**config.mk**
```make
export PLATFORM = sky130hd
export DESIGN_NAME = srq_status
export DESIGN_NICKNAME = d
export VERILOG_FILES = /design/src/rtl/srq_pkg.sv /design/src/rtl/srq_dpath.sv /design/src/rtl/srq_ctrl.sv /design/src/rtl/srq_status.sv
export SDC_FILE = /design/constraint.sdc
export NUM_CORES = 1
export LEC_CHECK = 0
export BUFFER_PORTS_ARGS = -buffer_cell sky130_fd_sc_hd__buf_2
export CAP_MARGIN = 30
export CORE_MARGIN = 8
export CORE_UTILIZATION = 44
export CTS_BUF_LIST = sky130_fd_sc_hd__clkbuf_16
export CTS_CLUSTER_SIZE = 24
export DETAILED_ROUTE_END_ITERATION = 10
export PLACE_DENSITY = 0.9
export REMOVE_ABC_BUFFERS = 1
export SLEW_MARGIN = 20
export SYNTH_ARGS = -nofsm -noshare
export SYNTH_HDL_FRONTEND = slang
export SYNTH_SLANG_ARGS = --single-unit
```
**constraint.sdc**
```tcl
create_clock -name clk -period 2.3 [get_ports clk]
set_input_delay 0.115 -clock clk [delete_from_list [all_inputs] [get_ports clk]]
set_output_delay 0.115 -clock clk [all_outputs]
set_load 0.05 [all_outputs]
```
**src/rtl/srq_pkg.sv**
```systemverilog
package srq_pkg;
  localparam int unsigned ByteW   = 8;
  // event register bit positions
  localparam int unsigned EvPon   = 7;
  localparam int unsigned EvUrq   = 6;
  localparam int unsigned EvCme   = 5;
  localparam int unsigned EvExe   = 4;
  localparam int unsigned EvDde   = 3;
  localparam int unsigned EvQye   = 2;
  localparam int unsigned EvRqc   = 1;
  localparam int unsigned EvOpc   = 0;
  // status byte bit positions
  localparam int unsigned StMss   = 6;
  localparam int unsigned StEsb   = 5;
  localparam int unsigned StMav   = 4;
  localparam logic [ByteW-1:0] EvLiveMask = ~((ByteW'(1) << EvUrq) | (ByteW'(1) << EvRqc));
  localparam logic [ByteW-1:0] SreLiveMask = ~(ByteW'(1) << StMss);
  localparam logic [ByteW-1:0] EvResetVal = ByteW'(1) << EvPon;

  typedef struct packed {
    logic clrEvents;
    logic wrEse;
    logic wrSre;
  } strobes_t;
endpackage

```
**src/rtl/srq_dpath.sv**
```systemverilog
module srq_dpath
  import srq_pkg::*;
#(
  parameter int unsigned W = ByteW
) (
  input  logic         clk,
  input  logic         rstN,
  input  strobes_t     stb,
  input  logic [W-1:0] evPulse,
  input  logic [W-1:0] eseWrData,
  input  logic [W-1:0] sreWrData,
  input  logic         mav,
  output logic [W-1:0] esrQ,
  output logic [W-1:0] eseQ,
  output logic [W-1:0] sreQ,
  output logic         esb,
  output logic         mss
);
  logic [W-1:0] esrNext;

  always_comb begin
    esrNext = stb.clrEvents ? '0 : esrQ;
    esrNext = (esrNext | evPulse) & EvLiveMask[W-1:0];
  end

  always_ff @(posedge clk) begin
    if (!rstN) begin
      esrQ <= EvResetVal[W-1:0];
      eseQ <= '0;
      sreQ <= '0;
    end else begin
      esrQ <= esrNext;
      if (stb.wrEse) eseQ <= eseWrData;
      if (stb.wrSre) sreQ <= sreWrData & SreLiveMask[W-1:0];
    end
  end

  assign esb = |(esrQ & eseQ);
  assign mss = (esb & sreQ[StEsb]) | (mav & sreQ[StMav]);


  clear_empties_chk: assert property (@(posedge clk) disable iff (!rstN)
    (stb.clrEvents && evPulse == '0) |=> esrQ == '0);

  event_sticky_chk: assert property (@(posedge clk) disable iff (!rstN)
    (!stb.clrEvents) |=> ((esrQ & $past(esrQ)) == $past(esrQ)));

  ese_load_chk: assert property (@(posedge clk) disable iff (!rstN)
    stb.wrEse |=> eseQ == $past(eseWrData));
endmodule

```
**src/rtl/srq_ctrl.sv**
```systemverilog
module srq_ctrl
  import srq_pkg::*;
(
  input  logic     clk,
  input  logic     rstN,
  input  logic     eseWrite,
  input  logic     sreWrite,
  input  logic     esrRead,
  input  logic     stbQuery,
  input  logic     serialPoll,
  input  logic     clearStatus,
  input  logic     msgTerm,
  input  logic     mss,
  output strobes_t stb,
  output logic     rqs,
  output logic     queueFlush
);
  logic mssQ;
  logic termArmed;
  logic anyCmd;
  logic mssRise;

  assign anyCmd  = clearStatus | esrRead | eseWrite | sreWrite | stbQuery;
  assign mssRise = mss & ~mssQ;

  assign stb.clrEvents = clearStatus | esrRead;
  assign stb.wrEse     = eseWrite;
  assign stb.wrSre     = sreWrite;
  assign queueFlush    = clearStatus & termArmed;

  always_ff @(posedge clk) begin
    if (!rstN) begin
      mssQ      <= 1'b0;
      rqs       <= 1'b0;
      termArmed <= 1'b0;
    end else begin
      mssQ <= mss;
      if (mssRise)         rqs <= 1'b1;
      else if (serialPoll) rqs <= 1'b0;
      if (msgTerm)         termArmed <= 1'b1;
      else if (anyCmd)     termArmed <= 1'b0;
    end
  end


  rqs_on_rise_chk: assert property (@(posedge clk) disable iff (!rstN)
    $rose(mss) |=> rqs);

  poll_clears_chk: assert property (@(posedge clk) disable iff (!rstN)
    (serialPoll && !$rose(mss)) |=> !rqs);

  flush_needs_clear_chk: assert property (@(posedge clk) disable iff (!rstN)
    queueFlush |-> clearStatus);

  rqs_hold_chk: assert property (@(posedge clk) disable iff (!rstN)
    (rqs && !serialPoll) |=> rqs);
endmodule

```
**src/rtl/srq_status.sv**
```systemverilog
module srq_status
  import srq_pkg::*;
(
  input  logic       clk,
  input  logic       rstN,
  input  logic       evPowerOn,
  input  logic       evCmdErr,
  input  logic       evExecErr,
  input  logic       evDevErr,
  input  logic       evQueryErr,
  input  logic       evOpDone,
  input  logic       eseWrite,
  input  logic [7:0] eseWrData,
  input  logic       sreWrite,
  input  logic [7:0] sreWrData,
  input  logic       esrRead,
  input  logic       stbQuery,
  input  logic       serialPoll,
  input  logic       clearStatus,
  input  logic       msgTerm,
  input  logic       queueNotEmpty,
  output logic [7:0] esrData,
  output logic [7:0] eseData,
  output logic [7:0] sreData,
  output logic [7:0] stbData,
  output logic       srqOut,
  output logic       queueFlush
);
  strobes_t         stb;
  logic [ByteW-1:0] evPulse;
  logic             esb;
  logic             mss;
  logic             rqs;

  always_comb begin
    evPulse        = '0;
    evPulse[EvPon] = evPowerOn;
    evPulse[EvCme] = evCmdErr;
    evPulse[EvExe] = evExecErr;
    evPulse[EvDde] = evDevErr;
    evPulse[EvQye] = evQueryErr;
    evPulse[EvOpc] = evOpDone;
  end

  srq_ctrl u_ctrl (
    .clk(clk), .rstN(rstN), .eseWrite(eseWrite), .sreWrite(sreWrite),
    .esrRead(esrRead), .stbQuery(stbQuery), .serialPoll(serialPoll),
    .clearStatus(clearStatus), .msgTerm(msgTerm), .mss(mss),
    .stb(stb), .rqs(rqs), .queueFlush(queueFlush)
  );

  srq_dpath #(.W(ByteW)) u_dpath (
    .clk(clk), .rstN(rstN), .stb(stb), .evPulse(evPulse),
    .eseWrData(eseWrData), .sreWrData(sreWrData), .mav(queueNotEmpty),
    .esrQ(esrData), .eseQ(eseData), .sreQ(sreData), .esb(esb), .mss(mss)
  );

  always_comb begin
    stbData         = '0;
    stbData[StEsb]  = esb;
    stbData[StMav]  = queueNotEmpty;
    stbData[StMss]  = serialPoll ? rqs : mss;
  end

  assign srqOut = rqs;


  no_dual_read_chk: assert property (@(posedge clk) disable iff (!rstN)
    !(serialPoll && stbQuery));

  mav_follow_chk: assert property (@(posedge clk) disable iff (!rstN)
    (stbData[StMav] == queueNotEmpty) && (stbData[7] == 1'b0) && (stbData[3:0] == 4'h0));

  spare_bits_chk: assert property (@(posedge clk) disable iff (!rstN)
    esrData[EvUrq] == 1'b0 && esrData[EvRqc] == 1'b0);
endmodule

```
==> impl_metrics.toml, run 1 <==
[outcome]
status = "completed"

[power]
p_leak_nw = 0.686
internal-power_mw = 0.740
p_comb_frac = 0.232
seq_power_share = 0.430
power_mw = 1.06
p_switching_mw = 0.324
power_density_nw_per_um2 = 786
clkPwrFrac = 0.338
ir_drop_uv = 456
p_sw_frac = 0.305

[sta]
max_freq_ghz = 0.638
final-hold-violation-count = 0
fin_crit_ps = 1570
slew_viol_final = 0
fin_worst_skew_ps = 1.17
tns_ps = 0
rsz0062_at_grt = "no"
fin_crit_sh = 0.682
finalSetupViolCount = 0

[clocking]
clk_latency_ps = 250
htreeDepth = 1
cts_sinks = 24
root_buffer = "clkbuf_16"
cts_buffer_depth = 2
cts_setup_buffers = 0
clk_pin_slew_ps = 60
hold_buffers = 0
cts_buffers = 3
cts_tree = "yes"
cts-resized-gates = 0

[routing]
wl_per_cell_um = 14.0
ant_nets = 0
via_per_inst = 4.71
drcViolationCount = 0
first_pass_iters = 2
drt_iter0_drc = 4
wl_mm = 2.50
vias = 843

[placement]
dpl.hpwl_mm = 2.08
place_area_um2 = 1280
numPortBuffers = 56
place.gp.congestion = 0.709

[global_route]
grt_usage = 0.119
antenna_found_initial = 0
grt-ovfl-total = 0
grt_pass1_wl_mm = 4.07
grt_max_degree = 25
grt_pass1_vias = 932

[final_layout]
layout.nets = 185
drive_above_1_share = 0.411
multi_input_area_um2 = 482
fillers = 198
stdcell_area_um2 = 1350
diodes = 0
syn_to_final_growth_pct = 30.4
regArea_um2 = 480

[critical_path]
path_buf_inv = 1
cp-end-kind = "output port"
critPathLaunchType = "flip-flop"
cp.required_ps = 2180
critPathMaxFanout = 3
crit_type = "reg -> out"
cp_data_arrival_time_ps = 1450
cp_slowest_cell = "or3_1"
critical-path-max-stage-delay_ps = 370
crit_chain = "a22o_1 -> or3_1 -> buf_2"
crit_family = "simple AND/OR/NAND/NOR gates"

[floorplan]
pin_count = 66
core_area_um2 = 2210
die_x_um = 64.6
dieArea_um2 = 4170
start_util = 0.469
dieHeight_um = 64.6
rows = 17

[logic_synthesis]
syn_area_um2 = 1040
synthCells = 99
yosys-top-cells-area = "dfxtp_1, mux2i_1, nor2b_1, buf_4, a21oi_1"
synth_seq_cells = 24
synth_top_cell_by_area = "dfxtp_1"
yosys_warnings = 0
yosysSeqAreaShare = 0.463
syn_area_per_cell_um2 = 10.5
synthDominantCellAreaShare = 0.463
ys_types = 22

[worst_hold_path]
hp-class = "in -> reg"

[flow_run]
maxCapViolCount = 0
final cells by class:
class | instances | area share
sequential | 24 | 0.355
tap | 28 | 0.0259
multi-input combinational | 68 | 0.356
timing repair buffer | 56 | 0.207
clock buffer | 3 | 0.0555
worst reg2reg max path: cells and delay by family, from the launching register on:
kind            cells  cell delay [ps]
compound gates      3              680
flops               1              330
sequential cells by signal, summed over array words and instances (netlist names):
signal and cells:
u_dpath.eseQ 8, u_dpath.esrQ 6, u_dpath.sreQ 7, u_ctrl.termArmed 1
u_ctrl.rqs 1, u_ctrl.mssQ 1
cell usage after synthesis:
| library cell | number |
|---|---|
| nor2b_1 | 21 |
| o31ai_4 | 1 |
| nor4b_2 | 1 |
| buf_6 | 1 |
| a21oi_1 | 6 |
| nor2_1 | 1 |
| buf_4 | 11 |
| or3_1 | 1 |
| o21ai_1 | 1 |
| a31oi_1 | 1 |
| nand2_1 | 3 |
| conb_1 | 1 |
| dfxtp_1 | 24 |
| a21bo_2 | 1 |
| o21a_1 | 1 |
| mux2i_1 | 15 |
| a21boi_1 | 1 |
| a22o_1 | 3 |
| clkbuf_1 | 2 |
| and2_1 | 1 |
| nand3b_1 | 1 |
| nand2b_1 | 1 |
metal layers:
metal  track usage  part of all wire  routed length (um)
met5             0                 0                   0
met4        0.0245            0.0040                  10
met2         0.210              0.47                1170
met1         0.120              0.39                 987
met3        0.0670              0.13                 336
through the flow:
stage	utilization	cells	hold WS, ps	setup slack, ps
finish	0.611	179	58.1	732
global route	0.611	179	58.9	664
CTS	0.611	179	58.3	731
detailed placement	0.577	176	321	1000
global placement	0.577	176	302	1030
floorplan	-	92	198	444
cell families (layout without fill, tap and decap cells):
logic type / count (synthesis) / count (layout) / share of synthesized area
AOI/OAI and AO/OA: 15 / 15 / 0.110
muxes: 15 / 15 / 0.145
DFF: 24 / 24 / 0.463
other: 1 / 8 / 0.00362
buffers and inverters: 14 / 59 / 0.0977
and+or+nand+nor: 30 / 30 / 0.181
cells in the final DEF (no fill, tap or decap):
cell and instances:
o21a_1 1, a21bo_2 1, dfxtp_1 24, o31ai_4 1
nand2b_1 1, a21oi_1 6, o21ai_1 1, nand3b_1 1
nand2_1 3, mux2i_1 15, nor4b_2 1, nor2_1 1
and2_1 1, clkbuf_16 3, buf_2 56, nor2b_1 21
a31oi_1 1, a21boi_1 1, or3_1 1, a22o_1 3
conb_1 8
power groups by stage:
stage | clock [mW] | sequential, mW | combinational [mW]
global route | 0.384 | 0.460 | 0.264
finish | 0.360 | 0.457 | 0.247
global placement | 0 | 0.464 | 0.245
CTS | 0.364 | 0.457 | 0.250
floorplan | 0 | 0.544 | 0.0932
detailed placement | 0 | 0.466 | 0.250
final timing paths:
| kind | start | to | slack, ps | depth (start not counted) |
|---|---|---|---|---|
| setup / recovery | u_dpath.esrQ[0] | stbData[5] | 730 | 3 |
| hold / removal | evPowerOn | u_dpath.esrQ[7] | 60 | 2 |
| setup reg to reg | u_dpath.esrQ[0] | u_ctrl.rqs | 1170 | 3 |
| hold reg to reg | u_dpath.sreQ[7] | u_dpath.sreQ[7] | 510 | 2 |
No activity file was read; power rests on OpenSTA's default activity.
==> inputs of run 2 (changes only) <==
ABC_AREA = 1   (was not set)
CORE_UTILIZATION = 40   (was 44)
PLACE_DENSITY = 0.85   (was 0.9)
clock period = 1.5 ns   (was 2.3 ns; I/O delays follow)
==> impl_metrics.toml, run 2 <==
[outcome]
status = "completed"

[logic_synthesis]
yosys-top-cells-area = "dfxtp_1, nor2_1, buf_4, o21ai_0, nand2_1"
synth_top_cell_by_area = "dfxtp_1"
yosysSeqAreaShare = 0.495
syn_area_um2 = 971
synth_commonest_cells = "nor2_1, dfxtp_1, o21ai_0, nand2_1, buf_4"
yosys_most_used_dff = "dfxtp_1"
ys_types = 18
synth_compound_area_frac = 0.129
syn_area_per_cell_um2 = 7.59
synth-edff-count = 0
synth_seq_cells = 24
async_flop_share = 0
synthXorXnorAreaFrac = 0
synth_fa_ha_area_frac = 0
yosysMostFrequentCell = "nor2_1"
synth_top_family_by_area = "simple AND/OR/NAND/NOR gates"
synth.area.mux_share = 0
yosys_warnings = 0
synth_simple_gate_area_share = 0.246
synthDominantCellAreaShare = 0.495
synthCells = 128

[floorplan]
dieArea_um2 = 4260
rows = 18
pin_count = 66
die_x_um = 65.3
dieHeight_um = 65.3
core_area_um2 = 2390
start_util = 0.407

[critical_path]
critical-path-max-stage-delay_ps = 350
crit_chain = "nand2_1 -> nand2_1 -> inv_1 -> nand2_2 -> nand2_2 -> a31oi_1 -> clkbuf_4"
crit_type = "reg -> out"
critPathMaxFanout = 3
cp.required_ps = 1420
critPathLaunchType = "flip-flop"
cp_data_arrival_time_ps = 1300
cp-end-kind = "output port"
cp_slowest_cell = "dfxtp_1"

[global_route]
grt_usage = 0.118
grt-ovfl-total = 0
grt_max_degree = 20
antenna_found_initial = 0
grt_pass1_vias = 942
grt_pass1_wl_mm = 4.13

[final_layout]
diodes = 0
syn_to_final_growth_pct = 38.5
largest_reg_flops = 8
fillers = 248
final_cell_mix = "buf_2, nor2_1, dfxtp_1"
final_cells = 214
layout.nets = 217
layout_commonest_cell = "buf_2"
drive_above_1_share = 0.364
max_flop_register = "u_dpath.eseQ"
top_regs = "u_dpath.eseQ x8, u_dpath.sreQ x7, u_dpath.esrQ x6"

[sta]
final-hold-violation-count = 0
finalSetupViolCount = 0
holdWs_ps = 24.8
max_freq_ghz = 0.729
fin_crit_sh = 0.914
slew_viol_final = 0
fin_crit_ps = 1370
fin_worst_skew_ps = 5.22
rsz0062_at_grt = "no"

[power]
power_mw = 1.85
power_density_nw_per_um2 = 1380
ir_drop_uv = 977
p_leak_nw = 0.737

[placement]
place.gp.congestion = 0.748
dpl.hpwl_mm = 2.01
dp_cells = 209
numPortBuffers = 56

[clocking]
cts_buffer_depth = 2
cts_sinks = 24
clk_latency_ps = 250
cts_tree = "yes"
clk_pin_slew_ps = 60
cts_buffers = 3
root_buffer = "clkbuf_16"
htreeDepth = 1

[routing]
via_per_inst = 4.41
wl_per_cell_um = 11.9
ant_nets = 0
drt_iter0_drc = 40
vias = 944
wl_mm = 2.55
drcViolationCount = 0
first_pass_iters = 4

[flow_run]
maxCapViolCount = 0

[worst_hold_path]
hp-class = "in -> reg"
==> run 2: cell count changes after synthesis, moves of 2 or more <==
cell / before / now
nor2b_1: 21 / 0
nand2_1: 3 / 14
o21ai_0: 0 / 15
inv_1: 0 / 7
nand2_2: 0 / 2
a22o_1: 3 / 0
nand3_1: 0 / 2
mux2i_1: 15 / 0
nor2_1: 1 / 37
clkbuf_1: 2 / 0
==> run 2: repair_timing <==
item                                   in CTS  in global routing
setup endpoints to repair                   0                  1
endpoints found under the hold margin       1                  0
buffers inserted                            0                  0
gates resized for setup                     0                  1
hold buffers                                1                  0
==> run 2: power breakdown <==
part           switching (mW)  internal, mW
Clock                   0.214         0.530
Sequential             0.0252         0.681
Combinational           0.308        0.0952
Total                   0.548          1.31
==> run 2: logic make-up after synthesis <==
family / after synthesis
compound gates: 24
buf+inv: 21
other cells: 1
simple gates: 58
flops: 24
==> run 2: final timing paths <==
kind | from | end | slack (ps) | cells after the start
worst max-delay path | u_dpath.esrQ[0] | stbData[6] | 130 | 7
worst min-delay path | evQueryErr | u_dpath.esrQ[2] | 20 | 3
worst max register to register | u_dpath.esrQ[4] | u_ctrl.rqs | 540 | 8
worst min register to register | u_dpath.esrQ[7] | u_dpath.esrQ[7] | 480 | 2
==> run 2: layer usage <==
metal | GRT usage | vias up | routed length, um
li1 | - | 496 | -
met1 | 0.128 | 420 | 1020
met2 | 0.212 | 26 | 1350
met3 | 0.0187 | 2 | 147
met4 | 0.0654 | 0 | 27
met5 | 0 | - | 0
==> run 2: stage by stage <==
stage | TNS (ps) | util | worst slack [ps] | area, um2
6_report | 0 | 0.563 | 129 | 1350
5_1_grt | 0 | 0.563 | 13.6 | 1350
4_1_cts | 0 | 0.562 | 99.1 | 1340
3_5_place_dp | 0 | 0.514 | 389 | 1230
3_3_place_gp | 0 | 0.514 | 400 | 1230
2_1_floorplan | -560 | - | -560 | 910
==> run 2: cell type report <==
type                    count  area, um2  share of cell area
clock inverters             1       30.0              0.0223
multi-input cells          90        394               0.293
clock buffers               3       75.1              0.0558
repair buffers             57        293               0.218
flip-flops and latches     24        480               0.357
well taps                  30       37.5              0.0279
inverters                   9       35.0              0.0260
==> run 2: critical path, delay by kind of cell, from the launching register on <==
kind / cells / cell delay, ps
compound gates: 1 / 120
buf+inv: 2 / 300
simple gates: 4 / 270
flops: 1 / 350
